## config.mk

```make
export PLATFORM = sky130hd
export DESIGN_NAME = wq_desc_sched
export DESIGN_NICKNAME = d
export VERILOG_FILES = /design/src/rtl/wq_pkg.sv /design/src/rtl/wq_rr_pick.sv /design/src/rtl/wq_weight_sel.sv /design/src/rtl/wq_out_buf.sv /design/src/rtl/wq_desc_sched.sv
export SDC_FILE = /design/constraint.sdc
export NUM_CORES = 1
export LEC_CHECK = 0
export ABC_AREA = 1
export BUFFER_PORTS_ARGS = -buffer_cell sky130_fd_sc_hd__buf_2
export CAP_MARGIN = 20
export CORE_AREA = 2 2 324 326
export CTS_CLUSTER_SIZE = 20
export DETAILED_ROUTE_END_ITERATION = 16
export DIE_AREA = 0 0 326 328
export GPL_ROUTABILITY_DRIVEN = 0
export GPL_TIMING_DRIVEN = 0
export HOLD_SLACK_MARGIN = 0.12
export SYNTH_ARGS = -nofsm -noshare
export SYNTH_HDL_FRONTEND = slang
export SYNTH_SLANG_ARGS = --single-unit
```

## constraint.sdc

```tcl
create_clock -name clk -period 21.1 [get_ports clk]
set_input_delay 3.165 -clock clk [delete_from_list [all_inputs] [get_ports clk]]
set_output_delay 3.165 -clock clk [all_outputs]
set_load 0.01 [all_outputs]
```

## src/rtl/wq_pkg.sv

```systemverilog
package wq_pkg;
  localparam int PAY_W   = 160;
  localparam int ENTRY_W = PAY_W + 1;
  localparam int PRIO_B  = PAY_W;
  localparam int ID_W    = 8;
  localparam int RDY_LAT = 3;
endpackage

```

## src/rtl/wq_rr_pick.sv

```systemverilog
module wq_rr_pick #(
  parameter int N  = 4,
  localparam int IW = (N > 1) ? $clog2(N) : 1
) (
  input  logic [N-1:0]  req,
  input  logic [IW-1:0] last,
  output logic [N-1:0]  gnt,
  output logic [IW-1:0] gnt_idx,
  output logic          any
);
  always_comb begin
    any     = 1'b0;
    gnt_idx = last;
    for (int k = 1; k <= N; k++) begin
      automatic int cand = (int'(last) + k) % N;
      if (!any && req[cand]) begin
        any     = 1'b1;
        gnt_idx = IW'(cand);
      end
    end
    gnt = '0;
    if (any) gnt[gnt_idx] = 1'b1;
  end
endmodule

```

## src/rtl/wq_weight_sel.sv

```systemverilog
module wq_weight_sel #(
  parameter int WEIGHT = 4,
  localparam int RW = (WEIGHT < 1) ? 1 : $clog2(WEIGHT + 1)
) (
  input  logic clk,
  input  logic rst_n,
  input  logic hi_any,
  input  logic lo_any,
  input  logic take,
  output logic pick_hi
);
  generate
    if (WEIGHT == 0) begin : g_strict
      assign pick_hi = hi_any;
    end else begin : g_weighted
      logic [RW-1:0] hi_run;
      logic [7:0]    streak;

      assign pick_hi = hi_any && (!lo_any || (hi_run < RW'(WEIGHT)));

      always_ff @(posedge clk) begin
        if (!rst_n) begin
          hi_run <= '0;
        end else if (take) begin
          if (!pick_hi)                    hi_run <= '0;
          else if (hi_run != RW'(WEIGHT))  hi_run <= hi_run + 1'b1;
        end
      end

      // independent count of high grants made while low work waited
      always_ff @(posedge clk) begin
        if (!rst_n)                               streak <= '0;
        else if (take && !pick_hi)                streak <= '0;
        else if (take && lo_any && streak != 8'hFF) streak <= streak + 1'b1;
      end

      p_lo_not_starved_r4: assert property (@(posedge clk) disable iff (!rst_n)
        streak <= 8'(WEIGHT));
    end
  endgenerate
endmodule

```

## src/rtl/wq_out_buf.sv

```systemverilog
module wq_out_buf #(
  parameter int DEPTH = 4,
  parameter int W     = 160,
  parameter int IDW   = 8,
  localparam int PW = (DEPTH > 1) ? $clog2(DEPTH) : 1,
  localparam int CW = $clog2(DEPTH + 1)
) (
  input  logic         clk,
  input  logic         rst_n,
  input  logic         push,
  input  logic [W-1:0] push_data,
  output logic         space,
  input  logic         flush_en,
  input  logic [IDW-1:0] flush_id,
  input  logic         out_ready,
  output logic         out_valid,
  output logic [W-1:0] out_data
);
  logic [W-1:0]  mem  [DEPTH];
  logic [DEPTH-1:0] kill;
  logic [PW-1:0] rd_ptr, wr_ptr;
  logic [CW-1:0] count;
  logic [wq_pkg::RDY_LAT-1:0] rdy_sr;
  logic          nonempty, pop;

  assign nonempty  = (count != '0);
  assign space     = (count < CW'(DEPTH));
  assign out_valid = nonempty && !kill[rd_ptr] && rdy_sr[wq_pkg::RDY_LAT-1];
  assign pop       = nonempty && (kill[rd_ptr] || rdy_sr[wq_pkg::RDY_LAT-1]);
  assign out_data  = mem[rd_ptr];

  always_ff @(posedge clk) begin
    if (!rst_n) rdy_sr <= '0;
    else        rdy_sr <= {rdy_sr[wq_pkg::RDY_LAT-2:0], out_ready};
  end

  always_ff @(posedge clk) begin
    if (!rst_n) begin
      rd_ptr <= '0;
      wr_ptr <= '0;
      count  <= '0;
    end else begin
      if (pop)  rd_ptr <= (rd_ptr == PW'(DEPTH - 1)) ? '0 : rd_ptr + 1'b1;
      if (push && space) wr_ptr <= (wr_ptr == PW'(DEPTH - 1)) ? '0 : wr_ptr + 1'b1;
      count <= count + CW'(push && space) - CW'(pop);
    end
  end

  always_ff @(posedge clk) begin
    if (!rst_n) begin
      kill <= '0;
    end else begin
      for (int i = 0; i < DEPTH; i++)
        if (flush_en && mem[i][IDW-1:0] == flush_id) kill[i] <= 1'b1;
      if (push && space)
        kill[wr_ptr] <= flush_en && (push_data[IDW-1:0] == flush_id);
    end
  end

  always_ff @(posedge clk) begin
    if (push && space) mem[wr_ptr] <= push_data;
  end

  logic [1:0] since_rst;
  always_ff @(posedge clk) begin
    if (!rst_n)              since_rst <= '0;
    else if (since_rst != 2'd3) since_rst <= since_rst + 1'b1;
  end

  p_no_overflow_r8: assert property (@(posedge clk) disable iff (!rst_n)
    push |-> (count < CW'(DEPTH)));
  p_ready_latency_r7: assert property (@(posedge clk) disable iff (!rst_n)
    (since_rst == 2'd3 && out_valid) |-> $past(out_ready, 3));
  p_valid_needs_data_r7: assert property (@(posedge clk) disable iff (!rst_n)
    (count == '0) |-> !out_valid);
endmodule

```

## src/rtl/wq_desc_sched.sv

```systemverilog
module wq_desc_sched #(
  parameter int NUM_CH    = 4,
  parameter int WEIGHT    = 4,
  parameter int BUF_DEPTH = 4,
  localparam int EW = wq_pkg::ENTRY_W,
  localparam int PW = wq_pkg::PAY_W,
  localparam int IW = (NUM_CH > 1) ? $clog2(NUM_CH) : 1
) (
  input  logic                 clk,
  input  logic                 rst_n,
  input  logic [NUM_CH-1:0]    in_valid,
  output logic [NUM_CH-1:0]    in_ready,
  input  logic [NUM_CH*EW-1:0] in_desc,
  output logic                 out_valid,
  input  logic                 out_ready,
  output logic [PW-1:0]        out_desc,
  input  logic                 flush_en,
  input  logic [wq_pkg::ID_W-1:0] flush_id
);
  logic [NUM_CH-1:0] prio, hi_req, lo_req, gnt_hi, gnt_lo;
  logic [IW-1:0]     last_hi, last_lo, idx_hi, idx_lo, win;
  logic              hi_any, lo_any, pick_hi, space, take;
  logic [PW-1:0]     win_pay;

  generate
    for (genvar c = 0; c < NUM_CH; c++) begin : g_ch
      assign prio[c] = in_desc[c*EW + wq_pkg::PRIO_B];
    end
  endgenerate

  assign hi_req = in_valid & prio;
  assign lo_req = in_valid & ~prio;

  wq_rr_pick #(.N(NUM_CH)) u_rr_hi (
    .req(hi_req), .last(last_hi), .gnt(gnt_hi), .gnt_idx(idx_hi), .any(hi_any));
  wq_rr_pick #(.N(NUM_CH)) u_rr_lo (
    .req(lo_req), .last(last_lo), .gnt(gnt_lo), .gnt_idx(idx_lo), .any(lo_any));

  assign take = rst_n && space && (hi_any || lo_any);

  wq_weight_sel #(.WEIGHT(WEIGHT)) u_wsel (
    .clk(clk), .rst_n(rst_n), .hi_any(hi_any), .lo_any(lo_any),
    .take(take), .pick_hi(pick_hi));

  assign in_ready = !take ? '0 : (pick_hi ? gnt_hi : gnt_lo);
  assign win      = pick_hi ? idx_hi : idx_lo;
  assign win_pay  = in_desc[int'(win)*EW +: PW];

  always_ff @(posedge clk) begin
    if (!rst_n) begin
      last_hi <= IW'(NUM_CH - 1);
      last_lo <= IW'(NUM_CH - 1);
    end else if (take) begin
      if (pick_hi) last_hi <= idx_hi;
      else         last_lo <= idx_lo;
    end
  end

  wq_out_buf #(.DEPTH(BUF_DEPTH), .W(PW), .IDW(wq_pkg::ID_W)) u_buf (
    .clk(clk), .rst_n(rst_n), .push(take), .push_data(win_pay), .space(space),
    .flush_en(flush_en), .flush_id(flush_id), .out_ready(out_ready),
    .out_valid(out_valid), .out_data(out_desc));

  p_single_grant_r2: assert property (@(posedge clk) disable iff (!rst_n)
    $onehot0(in_ready));
  p_grant_needs_valid_r2: assert property (@(posedge clk) disable iff (!rst_n)
    (in_ready & ~in_valid) == '0);
  always_comb begin
    if (!rst_n) p_reset_quiet_r1: assert (in_ready == '0);
  end
endmodule

```

==> results.toml, run 1 <==
[yosys]
synthMuxAreaShare = 0.04880
synthArstFlopShare = 0
synth_fa_ha_area_frac = 0.004254
synthCells = 2832
synth_top_family_by_area = "compound AO/OA/AOI/OAI gates"
synth_common_cells = "edfxtp_1 (640), o21ai_0 (475), nor2_1 (342)"
synth_xor_area_frac = 0.003933
ys_types = 46
yosysWarnings = 0
synth_compound_area_frac = 0.1572
postSynthAreaPerCell_um2 = 11.01
ys.flop_type = "edfxtp_1"
synth_area_leader_cell = "edfxtp_1"
synthTopCellsByArea = "edfxtp_1 (62%), o21ai_0 (7.6%), mux2i_1 (4.9%)"
ys_ff_latch = 663
netlist.area_leader.share = 0.6164
synth-simple-area-share = 0.09756
synth_most_common_cell = "edfxtp_1"
netlist_area_mm2 = 0.03118
syn_nets = 3502
seq_area_frac_synth = 0.6312
synth_edf_count = 640

[setup_path]
cpMostUsedCell = "nand2_1"
r2r_slack_ns = 17.17
cp_slowest_cell = "nor2_1"
r2r_cells = 15
cp_top_family = "simple AND/OR/NAND/NOR gates"
crit_chain = "buf_2 > nand2_1 > nand2_1 > nand2_2 > nand2_2 > nand2_4 > nand4_4 > inv_2 > nand2_1 > nand3_1 > clkbuf_1 > nor2_1 > nand2_1 > a21oi_1 > buf_2"
required_ns = 17.94
arrival_ns = 5.58
slowest_delay_ns = 0.38
critPathCaptureType = "primary output"
cp_max_fo = 10
path_class = "in -> out"
critPathBufInv = 4
r2r_start = "last_hi[1]"
critPathLaunch = "in_valid[3]"
crit_path_start_kind = "input pin"
timing.rr.end = "u_buf.mem[0][89]"

[routing]
finalWirelength_um = 112900
wl_per_cell_um = 21.68
vias_per_cell = 4.964
drtIter0Drc = 2237
ant_nets = 0
vias = 25850
first_pass_iters = 5
drc = 0

[timing]
tightest_slew_ns = 1.032
post-route-period-util = 0.4144
final-hold-violation-count = 0
finalSetupViolCount = 0
fmax_ghz = 0.1144
finalCriticalPeriod_ns = 8.744
finalMaxSlewViolations = 0
relSlewSlack = 0.3117
rsz0062_at_grt = "no"
fin_worst_skew_ns = 0.02764
tns_ns = 0

[global_route]
track_usage = 0.2019
grt_pass1_vias = 24794
gr-total-overflow = 0
grt_pass1_wl_um = 160700
antenna_found_initial = 6
grt_max_degree = 29

[placed_design]
portBuffers = 822
hpwl_um = 84730

[hold_path]
min_to = "u_buf.rdy_sr[2]"
hp-class = "reg -> reg"
min_from = "u_buf.rdy_sr[1]"
hold_path_depth = 2

[clock_network]
post_cts_resized = 0
cts_buffers = 74
cts_tree = "built"
cts_buffer_depth = 3
insertion_delay_ns = 0.62
ctsRootBufferMaster = "clkbuf_16"
htreeDepth = 3
cts_setup_buffers = 0
clk_pin_slew_ns = 0.06
holdBufCountCts = 0
cts.sinks = 663

[die]
fp.dieW_um = 326
fp.coreArea_mm2 = 0.1032
pin_count = 825
rows = 118
initial_core_util = 0.3021
dieArea_mm2 = 0.1069
die_height_um = 328

[final_layout]
multiInputGateArea_mm2 = 0.009751
regArea_mm2 = 0.01968
num-fill-cells = 10139
fin_nets = 4435
layout-drive-gt1-share = 0.2803
areaGrowthSynthToFinish_pct = 28.75

[run_status]
outcome = "complete, no violations"

[job]
maxCapViolations = 0
## worst reg2reg max path: cells and delay by family, from the launching register on
family / cells / cell delay [ns]
DFF: 1 / 0.47
buffers and inverters: 4 / 1.53
AOI/OAI and AO/OA: 2 / 0.65
and+or+nand+nor: 9 / 1.00
## metrics by stage
stage | hold WS [ns] | cells | setup slack, ns | utilization | cell area, um2
after global routing | 0.4295 | 5205 | 12.15 | 0.3889 | 40130
after detailed placement | 0.4079 | 5068 | 12.40 | 0.3653 | 37700
final | 0.4203 | 5208 | 12.36 | 0.3890 | 40140
after floorplan | 0.3905 | 2832 | 9.591 | - | 31180
after global placement | 0.4050 | 5034 | 3.475 | 0.3587 | 37020
after CTS | 0.4203 | 5203 | 12.38 | 0.3888 | 40120
## cell families after synthesis
group / count (synthesis)
flip-flops: 663
adder cells (fa/ha/maj): 10
AND/OR/NAND/NOR: 731
XOR/XNOR: 14
buffers and inverters: 416
AO/OA/AOI/OAI: 846
multiplexers: 152
## flip-flops by register name, indices dropped and copies added, names as in the netlist, named ones only
signal / count
u_buf.kill: 4
u_buf.rdy_sr: 3
u_buf.count: 3
last_lo: 2
u_buf.wr_ptr: 2
u_buf.rd_ptr: 2
u_buf.mem: 640
last_hi: 2
u_wsel.g_weighted.hi_run: 3
## layout by cell type (no fill, tap or decap), types with 12 or more instances in the layout
cell	Yosys	final
o21ai_0	475	475
buf_6	12	12
buf_2	29	851
buf_12	0	23
nand3_1	70	70
nand2_2	22	22
clkbuf_16	0	75
o22ai_1	165	165
a21oi_1	23	23
mux2i_1	152	152
clkinv_1	4	18
inv_1	207	207
o211ai_1	155	155
clkbuf_1	128	145
dfxtp_1	23	23
nor2_1	342	338
buf_4	19	20
nand2_1	269	269
edfxtp_1	640	640
## worst max path at each step
stage,endpoint,slack [ns],depth (start not counted)
finish,in_ready[3],12.36,15
global route,in_ready[3],12.15,14
global placement,u_buf.kill[1],3.48,12
detailed placement,in_ready[3],12.40,15
floorplan,u_buf.kill[1],9.59,12
CTS,in_ready[3],12.38,15
## area by class of cell
type                    instances  share of cell area
flip-flops and latches        663              0.4902
diodes                          4           0.0002494
clock inverters                43             0.01194
clock buffers                  92             0.04834
multi-input cells            1753              0.2429
inverters                     217             0.02048
well taps                    1380             0.04301
repair buffers                857              0.1190
plain buffers                 199             0.02381
## metal layers
metal | share of wire | track usage
met3 | 0.073 | 0.03804
met2 | 0.50 | 0.3510
met1 | 0.40 | 0.2556
met4 | 0.026 | 0.05740
met5 | 0 | 0
Power of run 1 is left out: the tool's default activity adds up to more than one toggle a clock period on the data nets, which glitch-free logic cannot reach.
==> run 2, diff against run 1 <==
--- a/config.mk
+++ b/config.mk
@@ -8,10 +8,10 @@
 export ABC_AREA = 1
 export BUFFER_PORTS_ARGS = -buffer_cell sky130_fd_sc_hd__buf_2
 export CAP_MARGIN = 20
-export CORE_AREA = 2 2 324 326
+export CORE_AREA = 2 2 317 319
 export CTS_CLUSTER_SIZE = 20
 export DETAILED_ROUTE_END_ITERATION = 16
-export DIE_AREA = 0 0 326 328
+export DIE_AREA = 0 0 319 321
 export GPL_ROUTABILITY_DRIVEN = 0
 export GPL_TIMING_DRIVEN = 0
 export HOLD_SLACK_MARGIN = 0.12
==> constraint.sdc (replaced) <==
create_clock -name clk -period 7.9 [get_ports clk]
set_input_delay 1.185 -clock clk [delete_from_list [all_inputs] [get_ports clk]]
set_output_delay 1.185 -clock clk [all_outputs]
set_load 0.01 [all_outputs]
==> run 2 against run 1 <==
Net effect: final cell count decreased by 1.8%; critical endpoint is now out_desc[99]; first-iteration DRC count shrank 0.45%; critical path type is now reg -> out; die area fell by 4.2%; design area decreased by 0.74%; core utilization rose by 1.2 points; sequential share of layout area up 0.37 points; highest routed layer is now met5.
==> results.toml, run 2 (synthesis results as in run 1) <==
[final_layout]
top_regs = "u_buf.mem (640), u_buf.kill (4)"
largest_reg_flops = 640
regMostFlops = "u_buf.mem"
fin_nets = 4428
layout_commonest_cell = "buf_2"
regArea_mm2 = 0.01968
layout-drive-gt1-share = 0.2805
num-fill-cells = 9740
areaGrowthSynthToFinish_pct = 27.79
multiInputGateArea_mm2 = 0.009751
layout.cells.non_filler = 5114
design_area_mm2 = 0.03984
layout_common_cells = "buf_2 (851), edfxtp_1 (640), o21ai_0 (475), nor2_1 (338), nand2_1 (269)"

[global_route]
track_usage = 0.2122
grt_pass1_vias = 24735
gr-total-overflow = 0
grt_pass1_wl_um = 160800
antenna_found_initial = 15
grt_max_degree = 29

[placed_design]
dp_cells = 4980
portBuffers = 822
dpl_worst_slack_ns = 2.716
place_area_mm2 = 0.03751
hpwl_um = 84470

[run_status]
outcome = "complete, no violations"

[die]
die_height_um = 321
fp.dieW_um = 319
rows = 116
fp.coreArea_mm2 = 0.09928
pin_count = 825
dieArea_mm2 = 0.1024
initial_core_util = 0.3141

[clock_network]
cts_buffer_depth = 3
post_cts_resized = 0
ctsRootBufferMaster = "clkbuf_16"
clk_pin_slew_ns = 0.06
cts.sinks = 663
htreeDepth = 3
insertion_delay_ns = 0.60
cts_setup_buffers = 0
cts_tree = "built"
cts_buffers = 72
holdBufCountCts = 0

[timing]
relSlewSlack = 0.2419
finalMaxSlewViolations = 0
setup_ws_ns = 3.003
tightest_slew_ns = 1.137
rsz0062_at_grt = "no"
finalSetupViolCount = 0
final-hold-violation-count = 0
post-route-period-util = 0.6199
fin_worst_skew_ns = 0.02507
finalCriticalPeriod_ns = 4.897
fmax_ghz = 0.2042

[setup_path]
crit_path_start_kind = "flip-flop"
required_ns = 6.71
cp_max_fo = 10
critPathCaptureType = "primary output"
path_class = "reg -> out"
arrival_ns = 3.71

[routing]
drc = 0
first_pass_iters = 5
drtIter0Drc = 2227
wl_per_cell_um = 22.37
finalWirelength_um = 114400
vias = 25964
ant_nets = 0
vias_per_cell = 5.077

[hold_path]
hp-class = "reg -> reg"

[job]
maxCapViolations = 0
-- run 2: changes by cell type in the layout (fill, tap and decap cells not counted), moves of 3 or more --
cell and change:
clkinv_2 +4, clkinv_1 -4, clkbuf_1 -6, bufinv_16 -3, buf_8 -4, clkinvlp_4 -3
-- run 2: through the flow --
step	hold slack (ns)	util	TNS, ns
detailed placement	0.3982	0.3779	0
global placement	0.4057	0.3719	-4098.95
CTS	0.4122	0.4010	0
floorplan	0.3905	-	-677.25
global route	0.4497	0.4013	0
finish	0.4095	0.4013	0
-- run 2: worst max-delay path: stages, from the launching register on --
cell      delay, ns
dfxtp_1        0.43
clkbuf_1       0.68
clkbuf_2       0.64
buf_1          0.52
nor2_1         0.11
o22ai_1        0.46
buf_2          0.24
-- run 2: layout make-up --
type / count / share of cell area
Clock inverter: 38 / 0.008605
Tap cell: 1298 / 0.04076
Sequential cell: 663 / 0.4939
Clock buffer: 89 / 0.04896
Inverter: 217 / 0.02063
Timing Repair Buffer: 852 / 0.1180
Antenna cell: 5 / 0.0003140
Multi-Input combinational cell: 1753 / 0.2447
Buffer: 199 / 0.02406
-- run 2: path summary, 6_finish.rpt --
check                                startpoint          endpoint  slack, ns  cells after the start
worst max-delay path                  flip-flop      out_desc[99]       3.00                      6
worst min-delay path            u_buf.rdy_sr[1]   u_buf.rdy_sr[2]       0.41                      2
worst max register to register       last_hi[1]  u_buf.mem[0][13]       3.68                     15
worst min register to register  u_buf.rdy_sr[1]   u_buf.rdy_sr[2]       0.41                      2
-- run 2: routing by layer --
layer  GRT usage  routed length, um  vias up
met4     0.06971               3631        6
li1            -                  -    12162
met5           0                 37        -
met1      0.2742              47520    12544
met3     0.03772               7632      187
met2      0.3601              55560     1065
Power of run 2 is left out for the same reason.
==> run 3, diff against run 2 <==
==> constraint.sdc (replaced) <==
create_clock -name clk -period 4 [get_ports clk]
set_input_delay 0.6 -clock clk [delete_from_list [all_inputs] [get_ports clk]]
set_output_delay 0.6 -clock clk [all_outputs]
set_load 0.01 [all_outputs]
==> run 3 against run 2 <==
Net effect: via count fell by 0.75%; hold slack lost 0.22 ns; register-to-register slack lost 3.5 ns; critical endpoint is now out_desc[43]; non-clock buffer count unchanged; wire length shrank 0.83%; largest cell class unchanged; core utilization up 0.18 points; global-route usage shrank 0.14 points; design area up 0.45%; critical path depth is the same.
==> results.toml, run 3 (synthesis results as in run 1) <==
[final_layout]
top_regs = "u_buf.mem (640), u_buf.kill (4)"
layout.cells.non_filler = 5116
fin_nets = 4428
largest_reg_flops = 640
regArea_mm2 = 0.01968
design_area_mm2 = 0.04002
layout_commonest_cell = "buf_2"
layout-drive-gt1-share = 0.2868
multiInputGateArea_mm2 = 0.009823
regMostFlops = "u_buf.mem"
num-fill-cells = 9704
layout_common_cells = "buf_2 (851), edfxtp_1 (640), o21ai_0 (474), nor2_1 (338), nand2_1 (263)"
areaGrowthSynthToFinish_pct = 28.37

[setup_path]
timing.rr.end = "u_buf.mem[3][88]"
critPathCaptureType = "primary output"
arrival_ns = 3.21
r2r_start = "last_hi[1]"
r2r_cells = 16
r2r_slack_ns = 0.23
path_class = "reg -> out"
cp_max_fo = 10
crit_path_start_kind = "flip-flop"
required_ns = 3.40

[timing]
fmax_ghz = 0.2625
rsz0062_at_grt = "no"
tightest_slew_ns = 0.9459
final-hold-violation-count = 0
relSlewSlack = 0.3694
finalSetupViolCount = 0
fin_worst_skew_ns = 0.01852
finalMaxSlewViolations = 0
finalCriticalPeriod_ns = 3.809
post-route-period-util = 0.9524

[clock_network]
cts_buffer_depth = 3
htreeDepth = 3
clk_pin_slew_ns = 0.06
cts_tree = "built"
insertion_delay_ns = 0.61
cts_buffers = 72
holdBufCountCts = 0
cts.sinks = 663
cts_setup_buffers = 0
ctsRootBufferMaster = "clkbuf_16"

[global_route]
grt_pass1_vias = 24488
grt_max_degree = 29
track_usage = 0.2108
antenna_found_initial = 9
grt_pass1_wl_um = 160100
gr-total-overflow = 0

[placed_design]
place_area_mm2 = 0.03765
hpwl_um = 84470
dp_cells = 4982
portBuffers = 822

[hold_path]
hp-class = "in -> reg"
min_from = "out_ready"
min_to = "u_buf.rdy_sr[0]"
hold_path_depth = 3

[routing]
drc = 0
ant_nets = 0
vias_per_cell = 5.037
drtIter0Drc = 2112
wl_per_cell_um = 22.17
vias = 25769
first_pass_iters = 5
finalWirelength_um = 113400

[die]
dieArea_mm2 = 0.1024
fp.coreArea_mm2 = 0.09928
rows = 116
die_height_um = 321
pin_count = 825
fp.dieW_um = 319
initial_core_util = 0.3141

[run_status]
outcome = "complete, no violations"

[job]
maxCapViolations = 0
## run 3: cell count changes in the layout (fill, tap and decap cells not counted), sizes merged
cell / before / now
inv: 218 / 217
clkinvlp: 0 / 1
clkbuf: 218 / 216
buf: 922 / 923
diode: 5 / 3
bufinv: 4 / 6
clkinv: 33 / 36
## run 3: area by class of cell
class | count | area share
flip-flops and latches | 663 | 0.4917
multi-input cells | 1753 | 0.2455
repair buffers | 853 | 0.1184
clock buffers | 88 | 0.04783
well taps | 1298 | 0.04058
plain buffers | 198 | 0.02439
inverters | 217 | 0.02067
clock inverters | 43 | 0.01075
diodes | 3 | 0.0001876
## run 3: worst max-delay path by stage
stage | end | slack (ns) | cells after the start
after floorplan | u_buf.mem[1][0] | -0.29 | 11
after detailed placement | u_buf.mem[2][19] | -0.41 | 14
after global routing | out_desc[56] | 0.03 | 6
final | out_desc[43] | 0.19 | 6
after CTS | u_buf.mem[3][19] | 0.06 | 17
after global placement | u_buf.mem[1][117] | -2.56 | 10
## run 3: worst max-delay path: stages, from the launching register on
cell      delay (ns)
dfxtp_1         0.56
clkbuf_1        0.51
buf_8           0.25
clkbuf_1        0.44
o21ai_0         0.18
o22ai_1         0.42
buf_2           0.24
## run 3: timing repair
item                       CTS  global route
pin swaps                    0             0
setup endpoints to repair  133            15
gates resized for setup      8             4
## run 3: stage by stage
stage	TNS, ns	utilization	hold WS, ns	worst slack, ns
CTS	0	0.4029	0.1347	0.06399
global placement	-1569.76	0.3730	0.4019	-2.563
floorplan	-112.49	-	0.3905	-0.2923
finish	0	0.4031	0.1876	0.1905
detailed placement	-14.31	0.3792	0.4006	-0.4124
global route	0	0.4031	0.1769	0.03293
## run 3: metal layers
layer	GRT usage	share of wire
met2	0.3587	0.49
met3	0.03671	0.063
met5	0	0
met1	0.2721	0.42
met4	0.06971	0.030
Power of run 3 is left out for the same reason.
